--- config.mk ---
export PLATFORM = sky130hd
export DESIGN_NAME = tdm_highway_port
export DESIGN_NICKNAME = d
export VERILOG_FILES = /design/src/rtl/tdm_pkg.sv /design/src/rtl/tdm_edge_sync.sv /design/src/rtl/tdm_bit_timer.sv /design/src/rtl/tdm_rx_deser.sv /design/src/rtl/tdm_tx_ser.sv /design/src/rtl/tdm_highway_port.sv
export SDC_FILE = /design/constraint.sdc
export NUM_CORES = 1
export LEC_CHECK = 0
export ABC_AREA = 1
export BUFFER_PORTS_ARGS = -buffer_cell sky130_fd_sc_hd__buf_2
export CORE_ASPECT_RATIO = 2
export CORE_MARGIN = 3
export CORE_UTILIZATION = 55
export CTS_CLUSTER_DIAMETER = 100
export DETAILED_ROUTE_END_ITERATION = 8
export HOLD_SLACK_MARGIN = 0.15
export PLACE_DENSITY = 0.78
export SYNTH_ARGS = -nofsm -noshare
export SYNTH_HDL_FRONTEND = slang
export SYNTH_SLANG_ARGS = --single-unit
--- constraint.sdc ---
create_clock -name clk -period 2.65 [get_ports clk]
set_input_delay 0.53 -clock clk [delete_from_list [all_inputs] [get_ports clk]]
set_output_delay 0.53 -clock clk [all_outputs]
set_load 0.02 [all_outputs]
--- src/rtl/tdm_pkg.sv ---
package tdm_pkg;
    localparam int unsigned SLOT_BITS = 8;
    localparam int unsigned SLOT_SHIFT = 3;
    typedef logic [SLOT_BITS-1:0] slot_byte_t;
endpackage

--- src/rtl/tdm_edge_sync.sv ---
module tdm_edge_sync #(
    parameter int unsigned STAGES = 2
) (
    input  logic clk,
    input  logic rst_n,
    input  logic dclk_i,
    input  logic fsync_i,
    input  logic rxd_i,
    output logic dclk_rise_o,
    output logic dclk_fall_o,
    output logic fs_rise_o,
    output logic rxd_o
);
    typedef struct packed {
        logic [STAGES-1:0] dclk_sr;
        logic [STAGES-1:0] fs_sr;
        logic [STAGES-1:0] rxd_sr;
        logic              dclk_prev;
        logic              fs_prev;
    } sync_t;

    sync_t sync_d, sync_q;

    always_comb begin
        sync_d           = sync_q;
        sync_d.dclk_sr   = {sync_q.dclk_sr[STAGES-2:0], dclk_i};
        sync_d.fs_sr     = {sync_q.fs_sr[STAGES-2:0], fsync_i};
        sync_d.rxd_sr    = {sync_q.rxd_sr[STAGES-2:0], rxd_i};
        sync_d.dclk_prev = sync_q.dclk_sr[STAGES-1];
        sync_d.fs_prev   = sync_q.fs_sr[STAGES-1];
    end

    always_ff @(posedge clk or negedge rst_n) begin
        if (!rst_n) begin
            sync_q.dclk_sr   <= '0;
            sync_q.fs_sr     <= '0;
            sync_q.rxd_sr    <= '1;
            sync_q.dclk_prev <= 1'b0;
            sync_q.fs_prev   <= 1'b0;
        end else begin
            sync_q <= sync_d;
        end
    end

    assign dclk_rise_o = sync_q.dclk_sr[STAGES-1] & ~sync_q.dclk_prev;
    assign dclk_fall_o = ~sync_q.dclk_sr[STAGES-1] & sync_q.dclk_prev;
    assign fs_rise_o   = sync_q.fs_sr[STAGES-1] & ~sync_q.fs_prev;
    assign rxd_o       = sync_q.rxd_sr[STAGES-1];
endmodule

--- src/rtl/tdm_bit_timer.sv ---
module tdm_bit_timer #(
    parameter int unsigned CNT_W = 10
) (
    input  logic             clk,
    input  logic             rst_n,
    input  logic             dclk_rise_i,
    input  logic             dclk_fall_i,
    input  logic             fs_rise_i,
    input  logic             double_rate_i,
    input  logic             early_i,
    output logic             cell_start_o,
    output logic             frame_start_o,
    output logic             rx_sample_o,
    output logic             framed_o,
    output logic [CNT_W-1:0] cnt_o,
    output logic [CNT_W-1:0] cnt_next_o
);
    localparam logic [CNT_W-1:0] CNT_MAX = '1;

    typedef struct packed {
        logic             pend;
        logic             half;
        logic             framed;
        logic [CNT_W-1:0] cnt;
    } timer_t;

    timer_t tm_d, tm_q;
    logic   start;

    always_comb begin
        tm_d          = tm_q;
        cell_start_o  = 1'b0;
        rx_sample_o   = 1'b0;
        start         = dclk_rise_i & (fs_rise_i | tm_q.pend);
        tm_d.pend     = (tm_q.pend | fs_rise_i) & ~dclk_rise_i;
        if (start) begin
            tm_d.half    = 1'b0;
            tm_d.cnt     = '0;
            tm_d.framed  = 1'b1;
            cell_start_o = 1'b1;
        end else if (dclk_rise_i && tm_q.framed) begin
            tm_d.half = double_rate_i ? ~tm_q.half : 1'b0;
            if (!tm_d.half) begin
                cell_start_o = 1'b1;
                if (tm_q.cnt != CNT_MAX) tm_d.cnt = tm_q.cnt + 1'b1;
            end
        end
        if (dclk_fall_i && tm_q.framed) begin
            rx_sample_o = !double_rate_i || (early_i ? !tm_q.half : tm_q.half);
        end
    end

    always_ff @(posedge clk or negedge rst_n) begin
        if (!rst_n) tm_q <= '0;
        else        tm_q <= tm_d;
    end

    assign frame_start_o = start;
    assign framed_o      = tm_q.framed;
    assign cnt_o         = tm_q.cnt;
    assign cnt_next_o    = tm_d.cnt;


    edge_excl_chk: assert property (@(posedge clk) disable iff (!rst_n)
        $onehot0({cell_start_o, rx_sample_o}));


    framed_hold_chk: assert property (@(posedge clk) disable iff (!rst_n)
        framed_o |=> framed_o);
endmodule

--- src/rtl/tdm_rx_deser.sv ---
module tdm_rx_deser #(
    parameter int unsigned CNT_W = 10
) (
    input  logic                clk,
    input  logic                rst_n,
    input  logic                frame_start_i,
    input  logic                sample_i,
    input  logic                rxd_i,
    output tdm_pkg::slot_byte_t rx_byte_o,
    output logic                rx_valid_o,
    output logic [CNT_W-4:0]    rx_slot_o
);
    import tdm_pkg::*;
    localparam logic [CNT_W-1:0] CNT_MAX = '1;

    typedef struct packed {
        logic [CNT_W-1:0] pos;
        slot_byte_t       sh;
        slot_byte_t       byte_v;
        logic             valid;
        logic [CNT_W-4:0] slot;
    } rx_t;

    rx_t rx_d, rx_q;

    always_comb begin
        rx_d       = rx_q;
        rx_d.valid = 1'b0;
        if (frame_start_i) begin
            rx_d.pos = '0;
        end else if (sample_i && rx_q.pos != CNT_MAX) begin
            rx_d.sh  = {rx_q.sh[SLOT_BITS-2:0], rxd_i};
            rx_d.pos = rx_q.pos + 1'b1;
            if (rx_q.pos[SLOT_SHIFT-1:0] == 3'd7) begin
                rx_d.valid  = 1'b1;
                rx_d.byte_v = {rx_q.sh[SLOT_BITS-2:0], rxd_i};
                rx_d.slot   = rx_q.pos[CNT_W-1:SLOT_SHIFT];
            end
        end
    end

    always_ff @(posedge clk or negedge rst_n) begin
        if (!rst_n) rx_q <= '0;
        else        rx_q <= rx_d;
    end

    assign rx_byte_o  = rx_q.byte_v;
    assign rx_valid_o = rx_q.valid;
    assign rx_slot_o  = rx_q.slot;


    rx_strobe_chk: assert property (@(posedge clk) disable iff (!rst_n)
        rx_valid_o |=> !rx_valid_o);
endmodule

--- src/rtl/tdm_tx_ser.sv ---
module tdm_tx_ser #(
    parameter int unsigned CNT_W = 10
) (
    input  logic                clk,
    input  logic                rst_n,
    input  logic                cell_start_i,
    input  logic [CNT_W-1:0]    cnt_next_i,
    input  tdm_pkg::slot_byte_t tx_byte_i,
    input  logic                tx_en_i,
    input  logic                od_i,
    output logic                txd_o,
    output logic                tx_oe_o,
    output logic                tx_take_o,
    output logic [CNT_W-4:0]    tx_slot_o
);
    import tdm_pkg::*;
    localparam logic [CNT_W-1:0] CNT_MAX = '1;

    typedef struct packed {
        slot_byte_t       sh;
        logic             en;
        logic             take;
        logic [CNT_W-4:0] slot;
    } tx_t;

    tx_t tx_d, tx_q;

    always_comb begin
        tx_d      = tx_q;
        tx_d.take = 1'b0;
        if (cell_start_i) begin
            if (cnt_next_i == CNT_MAX) begin
                tx_d.en = 1'b0;
            end else if (cnt_next_i[SLOT_SHIFT-1:0] == '0) begin
                tx_d.sh   = tx_byte_i;
                tx_d.en   = tx_en_i;
                tx_d.take = 1'b1;
                tx_d.slot = cnt_next_i[CNT_W-1:SLOT_SHIFT];
            end else begin
                tx_d.sh = {tx_q.sh[SLOT_BITS-2:0], 1'b1};
            end
        end
    end

    always_ff @(posedge clk or negedge rst_n) begin
        if (!rst_n) begin
            tx_q.sh   <= '1;
            tx_q.en   <= 1'b0;
            tx_q.take <= 1'b0;
            tx_q.slot <= '0;
        end else begin
            tx_q <= tx_d;
        end
    end

    assign txd_o     = tx_q.en ? tx_q.sh[SLOT_BITS-1] : 1'b1;
    assign tx_oe_o   = tx_q.en & (od_i ? ~tx_q.sh[SLOT_BITS-1] : 1'b1);
    assign tx_take_o = tx_q.take;
    assign tx_slot_o = tx_q.slot;


    od_zero_only_chk: assert property (@(posedge clk) disable iff (!rst_n)
        (od_i && tx_oe_o) |-> !txd_o);
endmodule

--- src/rtl/tdm_highway_port.sv ---
module tdm_highway_port #(
    parameter int unsigned CNT_W       = 10,
    parameter int unsigned SYNC_STAGES = 2
) (
    input  logic             clk,
    input  logic             rst_n,
    input  logic             dclk_i,
    input  logic             fsync_i,
    input  logic             rxd_i,
    input  logic             single_rate_i,
    input  logic             standalone_i,
    input  logic             early_sample_i,
    input  logic             open_drain_i,
    input  logic [7:0]       tx_byte_i,
    input  logic             tx_slot_en_i,
    output logic             txd_o,
    output logic             tx_oe_o,
    output logic             tx_take_o,
    output logic [CNT_W-4:0] tx_slot_o,
    output logic [CNT_W-1:0] bit_cnt_o,
    output logic [7:0]       rx_byte_o,
    output logic             rx_valid_o,
    output logic [CNT_W-4:0] rx_slot_o
);
    localparam logic [CNT_W-1:0] CNT_MAX = '1;

    logic dclk_rise, dclk_fall, fs_rise, rxd_s;
    logic cell_start, frame_start, rx_sample, framed;
    logic double_rate;
    logic [CNT_W-1:0] cnt_next;

    assign double_rate = ~single_rate_i | standalone_i;

    tdm_edge_sync #(.STAGES(SYNC_STAGES)) sync_i (
        .clk        (clk),
        .rst_n      (rst_n),
        .dclk_i     (dclk_i),
        .fsync_i    (fsync_i),
        .rxd_i      (rxd_i),
        .dclk_rise_o(dclk_rise),
        .dclk_fall_o(dclk_fall),
        .fs_rise_o  (fs_rise),
        .rxd_o      (rxd_s)
    );

    tdm_bit_timer #(.CNT_W(CNT_W)) timer_i (
        .clk          (clk),
        .rst_n        (rst_n),
        .dclk_rise_i  (dclk_rise),
        .dclk_fall_i  (dclk_fall),
        .fs_rise_i    (fs_rise),
        .double_rate_i(double_rate),
        .early_i      (early_sample_i),
        .cell_start_o (cell_start),
        .frame_start_o(frame_start),
        .rx_sample_o  (rx_sample),
        .framed_o     (framed),
        .cnt_o        (bit_cnt_o),
        .cnt_next_o   (cnt_next)
    );

    tdm_tx_ser #(.CNT_W(CNT_W)) tx_i (
        .clk         (clk),
        .rst_n       (rst_n),
        .cell_start_i(cell_start),
        .cnt_next_i  (cnt_next),
        .tx_byte_i   (tx_byte_i),
        .tx_en_i     (tx_slot_en_i),
        .od_i        (open_drain_i),
        .txd_o       (txd_o),
        .tx_oe_o     (tx_oe_o),
        .tx_take_o   (tx_take_o),
        .tx_slot_o   (tx_slot_o)
    );

    tdm_rx_deser #(.CNT_W(CNT_W)) rx_i (
        .clk          (clk),
        .rst_n        (rst_n),
        .frame_start_i(frame_start),
        .sample_i     (rx_sample),
        .rxd_i        (rxd_s),
        .rx_byte_o    (rx_byte_o),
        .rx_valid_o   (rx_valid_o),
        .rx_slot_o    (rx_slot_o)
    );


    idle_release_chk: assert property (@(posedge clk) disable iff (!rst_n)
        !framed |-> (!tx_oe_o && txd_o && !rx_valid_o));


    take_align_chk: assert property (@(posedge clk) disable iff (!rst_n)
        tx_take_o |-> (bit_cnt_o[2:0] == 3'd0));


    no_wrap_chk: assert property (@(posedge clk) disable iff (!rst_n)
        (bit_cnt_o == CNT_MAX) |=> (bit_cnt_o == CNT_MAX || bit_cnt_o == '0));
endmodule

Word level (Yosys, flattened, before mapping)
Cells that the tools add are included.
- add/subtract/negate cells: 2
- eq/ne operators: 4
- multiplexer cells: 23
- bitwise gates (word level): 17
- reduce and logical (&&, ||, !) cells: 15
- operators by type and width (cell ; count):
    $mux 10 ; 5
    $mux 34 ; 1
    $mux 8 ; 4
    $add 10x1->10 const B ; 2
    $ne 10x10->1 const B ; 2
    $mux 16 ; 1
    $mux 1 ; 11
    $eq 10x10->1 const B ; 1
    $mux 9 ; 1
    $not 1->1 ; 9
    $and 1x1->1 ; 6
    $reduce_and 2->1 ; 3
    $reduce_and 3->1 ; 2
    $reduce_bool 2->1 ; 3
    $eq 3x3->1 const B ; 1
    $logic_and 1x1->1 ; 3
    $logic_not 3->1 ; 1
    $logic_not 1->1 ; 2
    $or 1x1->1 ; 2
    $logic_or 1x1->1 ; 1
- register bits after elaboration: 72
- input port bits: 18
- output and inout port bits: 36
- word-level logic and storage cells: 79

Longest topological paths before layout
Gate-level depths: netlist of the first run.
- depth after elaboration: 10
- depth in mapped cells: 16
- mapped depth without buffers: 16

Hierarchy
A second synthesis of the first run with hierarchy kept.
- cell total of the unflattened synthesis: 439
- area, all modules: 3634.7 um2
- modules (own cells, without submodules) (module ; instances ; cells an instance ; area an instance (um2) ; sequential area each (um2)):
    tdm_rx_deser ; 1 ; 190 ; 1626.6 ; 825.8
    tdm_bit_timer ; 1 ; 121 ; 899.6 ; 325.3
    tdm_tx_ser ; 1 ; 112 ; 875.8 ; 435.4
    tdm_edge_sync ; 1 ; 14 ; 225.2 ; 202.7
    tdm_highway_port ; 1 ; 2 ; 7.5 ; 0.0

Least setup slack after synthesis of the first run
No wires, ideal clock.
- path kind: flip-flop to flip-flop
- start: register timer_i.tm_q (netlist bit timer_i.cnt_o[1])
- end: register tx_i.tx_q (netlist bit tx_i.tx_slot_o[0])
- setup time: 0.120 ns
- arrival time: 1.744 ns
- required time: 2.530 ns
- path slack: 0.786 ns
- cell stages (with the launch flop): 14
- path buffers: 1
- clock period less this slack: 1.864 ns
- path through: dfrtp_1 > ha_1 > nand2_2 > nor2_4 > nand3_4 > nand2_2 > nand2_2 > nand3_1 > o21ai_2 > nor2_8 > nand2_2 > buf_6 > nand2_1 > o21ai_2
- cells in the longest elaborated chain, start to end: 8
- elaborated cells between the ends (all ways): 10
- those cells by class: add/sub (1); eq/ne (2); mux (4); bitwise (1); reduce/logical (2)
- RTL lines (element ; RTL line ; text):
    start, declared ; tdm_bit_timer.sv:27 ; timer_t tm_d, tm_q;
    start signal, assigned ; tdm_bit_timer.sv:55 ; else tm_q <= tm_d;
    $add 10x1->10 / $ne 10x10->1 (equally long branches) ; tdm_bit_timer.sv:45 ; if (tm_q.cnt != CNT_MAX) tm_d.cnt = tm_q.cnt + 1'b1;
    $mux 10 ; tdm_bit_timer.sv:45 ;
    $mux 10 ; tdm_bit_timer.sv:43 ; if (!tm_d.half) begin
    $mux 10 (*) ; tdm_bit_timer.sv:41 ; end else if (dclk_rise_i && tm_q.framed) begin
    $mux 10 (*) ; tdm_bit_timer.sv:36 ; if (start) begin
    $eq 10x10->1 ; tdm_tx_ser.sv:32 ; if (cnt_next_i == CNT_MAX) begin
    $not 1->1 (no line) ; n/a ;
    $reduce_and 3->1 (no line) ; n/a ;
    end signal, assigned ; tdm_tx_ser.sv:52 ; tx_q <= tx_d;
    end, declared ; tdm_tx_ser.sv:26 ; tx_t tx_d, tx_q;
Every way passes the cells marked *; elsewhere a longest branch is shown, timed or not.
A chain may end at the register's enable or synchronous reset.

Worst setup path after layout of the first run
- start: register sync_i.sync_q (netlist bit sync_i.sync_d[0])
- end: register tx_i.tx_q (netlist bit tx_i.tx_slot_o[6])
- cells in the longest elaborated chain, start to end: 7
- elaborated cells between the ends (all ways): 9
- those cells by class: eq/ne (1); mux (2); bitwise (4); reduce/logical (2)
- RTL lines (element ; RTL line ; text):
    start, declared ; tdm_edge_sync.sv:22 ; sync_t sync_d, sync_q;
    start signal, assigned ; tdm_edge_sync.sv:41 ; sync_q <= sync_d;
    $and 1x1->1 (*) ; tdm_edge_sync.sv:47 ; assign fs_rise_o = sync_q.fs_sr[STAGES-1] & ~sync_q.fs_prev;
    $or 1x1->1 (*) ; tdm_bit_timer.sv:34 ; start = dclk_rise_i & (fs_rise_i | tm_q.pend);
    $and 1x1->1 (*) ; tdm_bit_timer.sv:34 ;
    $mux 10 (*) ; tdm_bit_timer.sv:36 ;
    named net cnt_next[2] ; tdm_highway_port.sv:30 ; logic [CNT_W-1:0] cnt_next;
    $eq 10x10->1 ; tdm_tx_ser.sv:32 ;
    $not 1->1 (no line) ; n/a ;
    $reduce_and 3->1 (no line) (*) ; n/a ;
Mark *: on every way through the listed nets, which the timed path passes. The rest lies on a longest branch.

==> results of run 1 <==
==> cell type report <==
cell class	count	area, µm²
clock buffers	10	239
repair buffers	57	308
clock inverters	6	68.8
fillers	513	2130
inverters	48	186
flip-flops and latches	71	1790
well taps	84	105
multi-input cells	252	1280
==> power groups by stage <==
stage	clock, mW	sequential (mW)	combinational [mW]
after global routing	1.29	1.47	0.869
after CTS	1.25	1.44	0.785
after floorplan	0	1.43	0.627
after detailed placement	0	1.46	0.769
after global placement	0	1.45	0.751
final	1.23	1.45	0.779
==> state kept, by name, summed over array words and instances, names as in the netlist <==
name and count:
rx_i.rx_byte_o 8, rx_i.rx_q 17, rx_i.rx_slot_o 7, rx_i.rx_valid_o 1, sync_i.rxd_o 1, sync_i.sync_d 5, sync_i.sync_q 2, timer_i.cnt_o 10
timer_i.framed_o 1, timer_i.tm_q 2, tx_i.tx_q 9, tx_i.tx_slot_o 7, tx_i.tx_take_o 1
==> layer usage <==
metal	share of wire	wire length [µm]	vias up
met5	0	0	-
met4	0.054	395	0
met3	0.039	284	29
met2	0.54	3950	73
met1	0.37	2730	1257
li1	-	-	1318
==> layout by cell type (no fill, tap or decap), types with 3 or more instances in the layout <==
| cell | count |
|---|---|
| nor2_2 | 5 |
| nor2_4 | 3 |
| inv_1 | 40 |
| buf_2 | 53 |
| a21oi_1 | 6 |
| nand3_2 | 5 |
| inv_2 | 6 |
| o21ai_2 | 5 |
| nand4_1 | 5 |
| ha_1 | 3 |
| nand2_1 | 116 |
| nor3_1 | 3 |
| nand2_2 | 17 |
| nand3_1 | 17 |
| dfrtp_1 | 61 |
| nor2_1 | 20 |
| buf_4 | 3 |
| dfstp_2 | 10 |
| clkbuf_16 | 9 |
| o21ai_0 | 29 |
==> final timing paths <==
| kind | end | slack, ps | cells past startpoint |
|---|---|---|---|
| max | tx_i.tx_slot_o[6]$_DFFE_PN0P_ | 400 | 10 |
| min | timer_i.cnt_o[5]$_DFF_PN0_ | 180 | 1 |
| max reg2reg | tx_i.tx_slot_o[6]$_DFFE_PN0P_ | 400 | 10 |
| min reg2reg | sync_i.sync_d[0]$_DFF_PN0_ | 350 | 0 |
| max in group asynchronous | tx_i.tx_q[13]$_DFFE_PN1P_ | 1750 | 2 |
| min in group clk | sync_i.sync_d[3]$_DFF_PN1_ | 280 | 1 |
==> worst reg2reg max path, delay by kind of cell, from the launching register on <==
| family | cells | cell delay, ps |
|---|---|---|
| simple gates | 6 | 1090 |
| buf+inv | 3 | 590 |
| flops | 1 | 340 |
| compound gates | 1 | 170 |
==> cells by family (layout without fill, tap and decap cells) <==
family,Yosys count,after routing,synth area share
AOI/OAI and AO/OA,49,49,0.0812
xor gates and xnor gates,1,1,0.00248
adders and majority gates,3,3,0.0106
buffers and inverters,86,121,0.131
DFF,71,71,0.507
and+or+nand+nor,199,199,0.268
==> metrics by stage <==
| step | cell area, µm² | utilization | setup WS (ps) | cells |
|---|---|---|---|---|
| after CTS | 3980 | 0.651 | 373 | 528 |
| final | 3980 | 0.651 | 402 | 528 |
| after floorplan | 3530 | - | 786 | 409 |
| after global placement | 3670 | 0.601 | 469 | 512 |
| after detailed placement | 3670 | 0.601 | 432 | 512 |
| after global routing | 3980 | 0.651 | 130 | 528 |
==> synth_stat cells, types with 2 or more instances <==
| library cell | instances | area share |
|---|---|---|
| o21ai_2 | 5 | 0.012 |
| dfrtp_1 | 61 | 0.43 |
| nand2_2 | 17 | 0.030 |
| nor3_1 | 3 | 0.0043 |
| nor2_4 | 3 | 0.0096 |
| ha_1 | 3 | 0.011 |
| nand3b_1 | 2 | 0.0043 |
| nor2_1 | 20 | 0.021 |
| nand3_2 | 5 | 0.014 |
| a21oi_1 | 6 | 0.0085 |
| buf_2 | 2 | 0.0028 |
| nand2_1 | 116 | 0.12 |
| a22o_1 | 2 | 0.0050 |
| buf_4 | 33 | 0.070 |
| dfstp_2 | 10 | 0.074 |
| nand4_1 | 5 | 0.0089 |
| clkbuf_1 | 2 | 0.0021 |
| a31oi_1 | 2 | 0.0035 |
| inv_2 | 6 | 0.0064 |
| o21ai_0 | 29 | 0.041 |
| nand3_1 | 17 | 0.024 |
| nor2_2 | 5 | 0.0089 |
| inv_1 | 40 | 0.043 |
==> out/qor.yml, run 1 <==
status:
  outcome: "complete, no violations"
cts:
  post_cts_buffers: 0
  cts_resized: 0
  cts_tree: "built"
  htree_levels: 3
  numCtsBuffers: 9
  worstSkewPairLatency_ps: 340
  root_buffer: "clkbuf_16"
  ctsHoldBuffers: 0
  cts_sinks: 71
  clockBufferDepth: 2
  clkTransAtPathRegs_ps: 60
final_layout:
  area_delta_synth_final_pct: 12.6
  final_net_count: 460
  diodes: 0
  drive_above_1_share: 0.295
setup_path:
  critical_path_buf_inv_count: 3
  rr_startpoint: "sync_i.sync_d[0]$_DFF_PN0_"
  path_delay_family: "simple AND/OR/NAND/NOR gates"
  setup.worst_path.start: "sync_i.sync_d[0]$_DFF_PN0_"
  worst_setup_path_start_kind: "register"
  arrival_ps: 2530
  crit_chain: "inv_1 > o21bai_1 > nand3_1 > inv_1 > nor2_4 > nor2_8 > nand2_2 > inv_2 > nand2_1 > nand2_1"
  cpPeakStageDelay_ps: 470
  critPathMaxFanout: 13
  worstPathRequired_ps: 2930
  end_kind: "register"
  worst-setup-path-type: "reg -> reg"
  cp_slowest_cell: "nand3_1"
sta:
  tightest_slew_ps: 597
  clock-skew-final_ps: 4.60
  hold_violations: 0
  timing.hold.ws_ps: 184
  slew_headroom: 0.601
  fmax_mhz: 445
  fin_crit_ps: 2250
  rsz0062_at_grt: "no"
  tns_ps: 0
  drv_slew: 0
  finalCritPeriodShare: 0.848
  finalSetupViolCount: 0
pwr:
  ir_drop_v: 0.000581
  leakage_nw: 2.08
  switching_share: 0.325
  p_per_area_nw_per_um2: 868
  p_clk_frac: 0.355
  switchingPower_mw: 1.12
  seqPwrFrac: 0.419
  comb_power_share: 0.226
  power.internal_mw: 2.33
  finalPower_mw: 3.45
synth:
  synth_edf_count: 0
  netlist_area_um2: 3530
  synthCells: 409
  ys_ff_latch: 71
  ys.flop_type: "dfrtp_1"
  syn_nets: 430
  yosysWarnings: 0
  synthDistinctLibCells: 38
  ys_async_sr_fraction: 1.00
  synth.avg_cell_area_um2: 8.63
  ys_seq_area_frac: 0.507
min_path:
  hold_class: "in -> async"
drt:
  vias: 2677
  drt-initial-drc-count: 181
  antenna_left: 0
  routedWlPerCell_um: 13.9
  first_pass_iters: 4
  wirelength_um: 7360
  drc: 0
  via_per_inst: 5.07
grt:
  gr-total-overflow: 0
  grtUsageMet1: 0.220
  grt_most_used_layer: "met2"
  grt_max_degree: 48
  grt_pass1_wl_um: 12500
  antenna_found_initial: 0
  grt_pass1_vias: 2726
  grt_use_met2: 0.394
  grt_use_met3: 0.0566
  grtUsageTotal: 0.220
place:
  port_buffers: 53
  gp_congestion: 0.923
  place_hpwl_um: 5310
die:
  die-area_um2: 7480
  die_h_um: 119
  core_um2: 6110
  initial_core_util: 0.578
  rows: 40
  boundaryPins: 54
  die_w_um: 62.7
job:
  max-cap-violations: 0
Note: power is estimated with default switching activity, not from simulation.
==> run 2: changes to the inputs <==
--- a/config.mk
+++ b/config.mk
@@ -9,11 +9,11 @@
 export BUFFER_PORTS_ARGS = -buffer_cell sky130_fd_sc_hd__buf_2
 export CORE_ASPECT_RATIO = 2
 export CORE_MARGIN = 3
-export CORE_UTILIZATION = 55
+export CORE_UTILIZATION = 51
 export CTS_CLUSTER_DIAMETER = 100
 export DETAILED_ROUTE_END_ITERATION = 8
 export HOLD_SLACK_MARGIN = 0.15
-export PLACE_DENSITY = 0.78
+export PLACE_DENSITY = 0.76
 export SYNTH_ARGS = -nofsm -noshare
 export SYNTH_HDL_FRONTEND = slang
 export SYNTH_SLANG_ARGS = --single-unit
==> constraint.sdc (replaced) <==
create_clock -name clk -period 2 [get_ports clk]
set_input_delay 0.4 -clock clk [delete_from_list [all_inputs] [get_ports clk]]
set_output_delay 0.4 -clock clk [all_outputs]
set_load 0.02 [all_outputs]
==> out/qor.yml, run 2 (synthesis gave the netlist of run 1 again) <==
grt:
  grtUsageTotal: 0.212
  grt_max_degree: 30
  antenna_found_initial: 0
  grt_pass1_wl_um: 12500
  grt_pass1_vias: 2764
  gr-total-overflow: 0
sta:
  hold_violations: 0
  finalSetupViolCount: 8
  tightest_slew_ps: 632
  drv_slew: 0
  rsz0062_at_grt: "yes"
  fmax_mhz: 493
  clock-skew-final_ps: 4.47
  tns_ps: -164
  fin_ws_ps: -28.3
  timing.hold.ws_ps: 164
  slew_headroom: 0.579
  fin_crit_ps: 2030
  finalCritPeriodShare: 1.01
place:
  port_buffers: 53
  place_hpwl_um: 5940
  gp_congestion: 1.00
  dpl_worst_slack_ps: 21.6
final_layout:
  final_cell_mix: "112 x nand2_1, 60 x dfrtp_1, 53 x buf_2"
  area_delta_synth_final_pct: 21.7
  multi_input_area_um2: 1370
  final_common_cell: "nand2_1"
  final_net_count: 487
  drive_above_1_share: 0.357
  diodes: 0
  fin_util: 0.644
  fill_cells: 567
  largest_reg_flops: 17
  regMostFlops: "rx_i.rx_q"
  seqCellArea_um2: 1790
setup_path:
  crit_chain: "ha_2 > nand2_2 > nor2_4 > nand3_4 > nand2_2 > inv_2 > nand3_1 > nand3_2 > nor2_4 > nand3_4 > nand2_4 > inv_8 > nand2_2 > nand2_1"
  crit_top_cell: "nand2_2"
  cp_slowest_cell: "dfrtp_1"
  critical_path_buf_inv_count: 2
  worst-setup-path-type: "reg -> reg"
  worstPathRequired_ps: 2270
  arrival_ps: 2300
  path_delay_family: "simple AND/OR/NAND/NOR gates"
  end_kind: "register"
  worst_setup_path_start_kind: "register"
  critPathMaxFanout: 8
  rrSetupSlack_ps: -30
  cpPeakStageDelay_ps: 360
drt:
  drt-initial-drc-count: 184
  vias: 2829
  drt-met1-wl_um: 2830
  via_per_inst: 5.06
  antenna_left: 0
  wirelength_um: 8050
  wl_met3_um: 353
  first_pass_iters: 4
  top_layer: "met4"
  drc: 0
  met2_length_um: 4420
  routedWlPerCell_um: 14.4
die:
  core_um2: 6670
  rows: 42
  boundaryPins: 54
  die_h_um: 124
  initial_core_util: 0.529
  die_w_um: 64.8
  die-area_um2: 8020
status:
  outcome: "complete, but fails checks"
  violations: "negative setup slack"
cts:
  worstSkewPairLatency_ps: 330
  cts_tree: "built"
  clkTransAtPathRegs_ps: 50
  htree_levels: 3
  clockBufferDepth: 2
  root_buffer: "clkbuf_16"
  numCtsBuffers: 9
  cts_sinks: 71
min_path:
  hold_class: "in -> reg"
pwr:
  ir_drop_v: 0.000677
  leakage_nw: 2.23
  p_per_area_nw_per_um2: 1100
job:
  max-cap-violations: 0
-- run 2: changes by cell type in the layout (fill, tap and decap cells not counted), moves of 2 or more --
cell	before	now
clkbuf_1	0	2
nand2_4	1	3
nand2_1	116	112
ha_1	3	1
clkinv_4	2	0
nor2_1	20	16
inv_6	2	0
buf_12	1	3
nand3_1	17	15
ha_2	0	2
nor2_4	3	8
nand2_2	17	20
buf_4	3	26
-- run 2: path summary, 6_finish.rpt --
path / startpoint / end / cells past startpoint
min: rxd_i / sync_i.sync_d[3]$_DFF_PN1_ / 1
max: timer_i.cnt_o[0]$_DFF_PN0_ / tx_i.tx_q[13]$_DFFE_PN1P_ / 14
min in group asynchronous: rst_n / timer_i.cnt_o[3]$_DFF_PN0_ / 2
min reg2reg: sync_i.sync_d[5]$_DFF_PN0_ / sync_i.sync_d[0]$_DFF_PN0_ / 0
max in group asynchronous: rst_n / sync_i.sync_d[3]$_DFF_PN1_ / 3
max reg2reg: timer_i.cnt_o[0]$_DFF_PN0_ / tx_i.tx_q[13]$_DFFE_PN1P_ / 14
-- run 2: what timing repair did --
item                       4_1_cts  5_1_grt
buffers inserted                 0        7
hold endpoints to repair        16        0
pin swaps                        0       19
gates resized for setup          1       24
setup endpoints to repair        1       35
hold buffers                     1        0
cloned                           0        1
-- run 2: where the power goes --
part           total (mW)  switching, mW  leakage [nW]  internal (mW)
registers            1.91          0.165         0.911           1.74
logic                1.24          0.764          1.17          0.472
clock network        1.59          0.563         0.146           1.03
total                4.74           1.49          2.23           3.25
-- run 2: metal layers --
layer	track usage	up-vias
met2	0.384	82
met5	0	-
met1	0.209	1342
met4	0.134	0
li1	-	1371
met3	0.0542	34
-- run 2: worst reg2reg max path, cell delays in order, from the launching register on --
cell and delay, ps:
dfrtp_1 360, ha_2 200, nand2_2 80, nor2_4 180
nand3_4 180, nand2_2 140, inv_2 50, nand3_1 80
nand3_2 130, nor2_4 160, nand3_4 120, nand2_4 130
inv_8 60, nand2_2 60, nand2_1 50
-- run 2: stage by stage --
stage / power [mW] / area [µm²] / instances
after floorplan: 2.72 / 3530 / 409
after global placement: 3.04 / 3830 / 534
after detailed placement: 3.10 / 3830 / 534
after CTS: 4.70 / 4150 / 551
after global routing: 5.00 / 4300 / 559
final: 4.74 / 4300 / 559
-- run 2: final cells by class --
cell class / instances / share of cell area
flip-flops and latches: 71 / 0.417
clock buffers: 13 / 0.0606
multi-input cells: 253 / 0.319
clock inverters: 3 / 0.00990
repair buffers: 83 / 0.124
inverters: 48 / 0.0446
well taps: 88 / 0.0256
==> run 3: changes to the inputs <==
--- a/config.mk
+++ b/config.mk
@@ -13,7 +13,7 @@
 export CTS_CLUSTER_DIAMETER = 100
 export DETAILED_ROUTE_END_ITERATION = 8
 export HOLD_SLACK_MARGIN = 0.15
-export PLACE_DENSITY = 0.76
+export PLACE_DENSITY = 0.83
 export SYNTH_ARGS = -nofsm -noshare
 export SYNTH_HDL_FRONTEND = slang
 export SYNTH_SLANG_ARGS = --single-unit
==> constraint.sdc (replaced) <==
create_clock -name clk -period 1.65 [get_ports clk]
set_input_delay 0.33 -clock clk [delete_from_list [all_inputs] [get_ports clk]]
set_output_delay 0.33 -clock clk [all_outputs]
set_load 0.02 [all_outputs]
==> out/qor.yml, run 3 (synthesis gave the netlist of run 1 again) <==
status:
  outcome: "complete, but fails checks"
  violations: "negative setup slack"
sta:
  hold_violations: 0
  fmax_mhz: 482
  tightest_slew_ps: 373
  slew_headroom: 0.751
  rsz0062_at_grt: "yes"
  finalSetupViolCount: 43
  finalCritPeriodShare: 1.26
  fin_ws_ps: -424
  fin_crit_ps: 2070
  tns_ps: -7630
  drv_slew: 0
  clock-skew-final_ps: 8.01
final_layout:
  final_common_cell: "nand2_1"
  multi_input_area_um2: 1630
  fin_area_um2: 4970
  fin_cells: 600
  final_net_count: 528
  drive_above_1_share: 0.521
  final_cell_mix: "87 x nand2_1, 61 x dfrtp_1, 53 x buf_2"
  largest_reg_flops: 17
  fill_cells: 440
  fin_util: 0.744
  regMostFlops: "rx_i.rx_q"
  diodes: 0
  seqCellArea_um2: 1790
  area_delta_synth_final_pct: 40.6
setup_path:
  rr_startpoint: "sync_i.sync_q[1]$_DFF_PN0_"
  reg2reg_to: "tx_i.tx_q[11]$_DFFE_PN1P_"
  rrSetupSlack_ps: -420
  path_delay_family: "simple AND/OR/NAND/NOR gates"
  end_kind: "register"
  r2r_cells: 16
  setup.worst_path.start: "sync_i.sync_q[1]$_DFF_PN0_"
  crit_chain: "inv_1 > nand3_2 > inv_2 > nand2_2 > clkinv_2 > nand2_2 > nand2_2 > nand2_1 > nor2_1 > nand2_1 > nor2_2 > nand3_4 > nand2_4 > inv_8 > nand2_2 > nand2_1"
  arrival_ps: 2340
  cpPeakStageDelay_ps: 370
  worst-setup-path-type: "reg -> reg"
  worstPathRequired_ps: 1920
  critPathMaxFanout: 7
  worst_setup_path_start_kind: "register"
  cp_slowest_cell: "dfrtp_1"
  critical_path_buf_inv_count: 4
  crit_top_cell: "nand2_2"
die:
  initial_core_util: 0.529
  die_h_um: 124
  core_um2: 6670
  die_w_um: 64.8
  rows: 42
  boundaryPins: 54
  die-area_um2: 8020
pwr:
  finalPower_mw: 6.02
  ir_drop_v: 0.000945
  p_per_area_nw_per_um2: 1210
  leakage_nw: 2.53
place:
  gp_congestion: 0.867
  place_hpwl_um: 5620
  dpl_cell_area_um2: 4020
  placed_cells: 558
  port_buffers: 53
drt:
  antenna_left: 0
  drt-initial-drc-count: 189
  wirelength_um: 9700
  drc: 0
  first_pass_iters: 4
  routedWlPerCell_um: 16.2
  via_per_inst: 5.23
  vias: 3136
cts:
  clockBufferDepth: 2
  worstSkewPairLatency_ps: 340
  cts_sinks: 71
  numCtsBuffers: 9
  cts_tree: "built"
  root_buffer: "clkbuf_16"
  htree_levels: 3
  clkTransAtPathRegs_ps: 60
grt:
  grt_max_degree: 72
  gr-total-overflow: 0
  grtUsageTotal: 0.226
  grt_pass1_vias: 3058
  antenna_found_initial: 0
  grt_pass1_wl_um: 13800
min_path:
  whs_path_depth: 3
  min_to: "tx_i.tx_q[8]$_DFFE_PN0P_"
  hold_class: "in -> reg"
  hold_path.startpoint: "tx_slot_en_i"
job:
  max-cap-violations: 0
==> run 3: area by class of cell <==
class	instances	share of cell area
sequential	71	0.360
multi-input combinational	253	0.328
timing repair buffer	124	0.192
clock buffer	13	0.0544
inverter	48	0.0396
tap	88	0.0222
clock inverter	3	0.00353
==> run 3: worst min-delay path: stages <==
cell and delay, ps:
buf_2 70, nand2_1 40, nand2_1 50
==> run 3: how the worst max path moves through the flow <==
| stage | to | slack (ps) | depth (start not counted) |
|---|---|---|---|
| 2_1_floorplan | tx_i.tx_slot_o[0]$_DFFE_PN0P_ | -170 | 11 |
| 3_3_place_gp | tx_i.tx_q[16]$_DFFE_PN1P_ | -240 | 14 |
| 3_5_place_dp | tx_i.tx_q[13]$_DFFE_PN1P_ | -340 | 14 |
| 4_1_cts | tx_i.tx_q[15]$_DFFE_PN1P_ | -380 | 14 |
| 5_1_grt | tx_i.tx_q[12]$_DFFE_PN1P_ | -570 | 16 |
| 6_report | tx_i.tx_q[11]$_DFFE_PN1P_ | -420 | 16 |
==> run 3: metal layers <==
layer / share of wire / vias up / GRT usage
met5: 0 / - / 0
met4: 0.031 / 0 / 0.140
met3: 0.049 / 31 / 0.0442
met2: 0.60 / 121 / 0.414
met1: 0.32 / 1529 / 0.229
li1: - / 1455 / -
==> run 3: timing repair <==
action                                  in CTS  in global routing
pin swaps                                   16                 34
setup buffers                               10                  7
hold buffers                                 4                  0
gates cloned                                 1                  5
hold endpoints to repair                    64                  0
endpoints found under the setup margin      42                 53
gates resized for setup                     26                102
==> run 3: through the flow <==
step | worst slack [ps] | hold slack, ps
after floorplan | -174 | 34.4
after global placement | -242 | 335
after detailed placement | -342 | 348
after CTS | -380 | 188
after global routing | -569 | 207
final | -424 | 196
==> run 3: power breakdown <==
| group | total (mW) | leakage [nW] | switching (mW) | internal (mW) |
|---|---|---|---|---|
| sequential | 2.32 | 0.913 | 0.210 | 2.11 |
| combinational | 1.86 | 1.48 | 1.11 | 0.748 |
| clock | 1.84 | 0.142 | 0.705 | 1.13 |
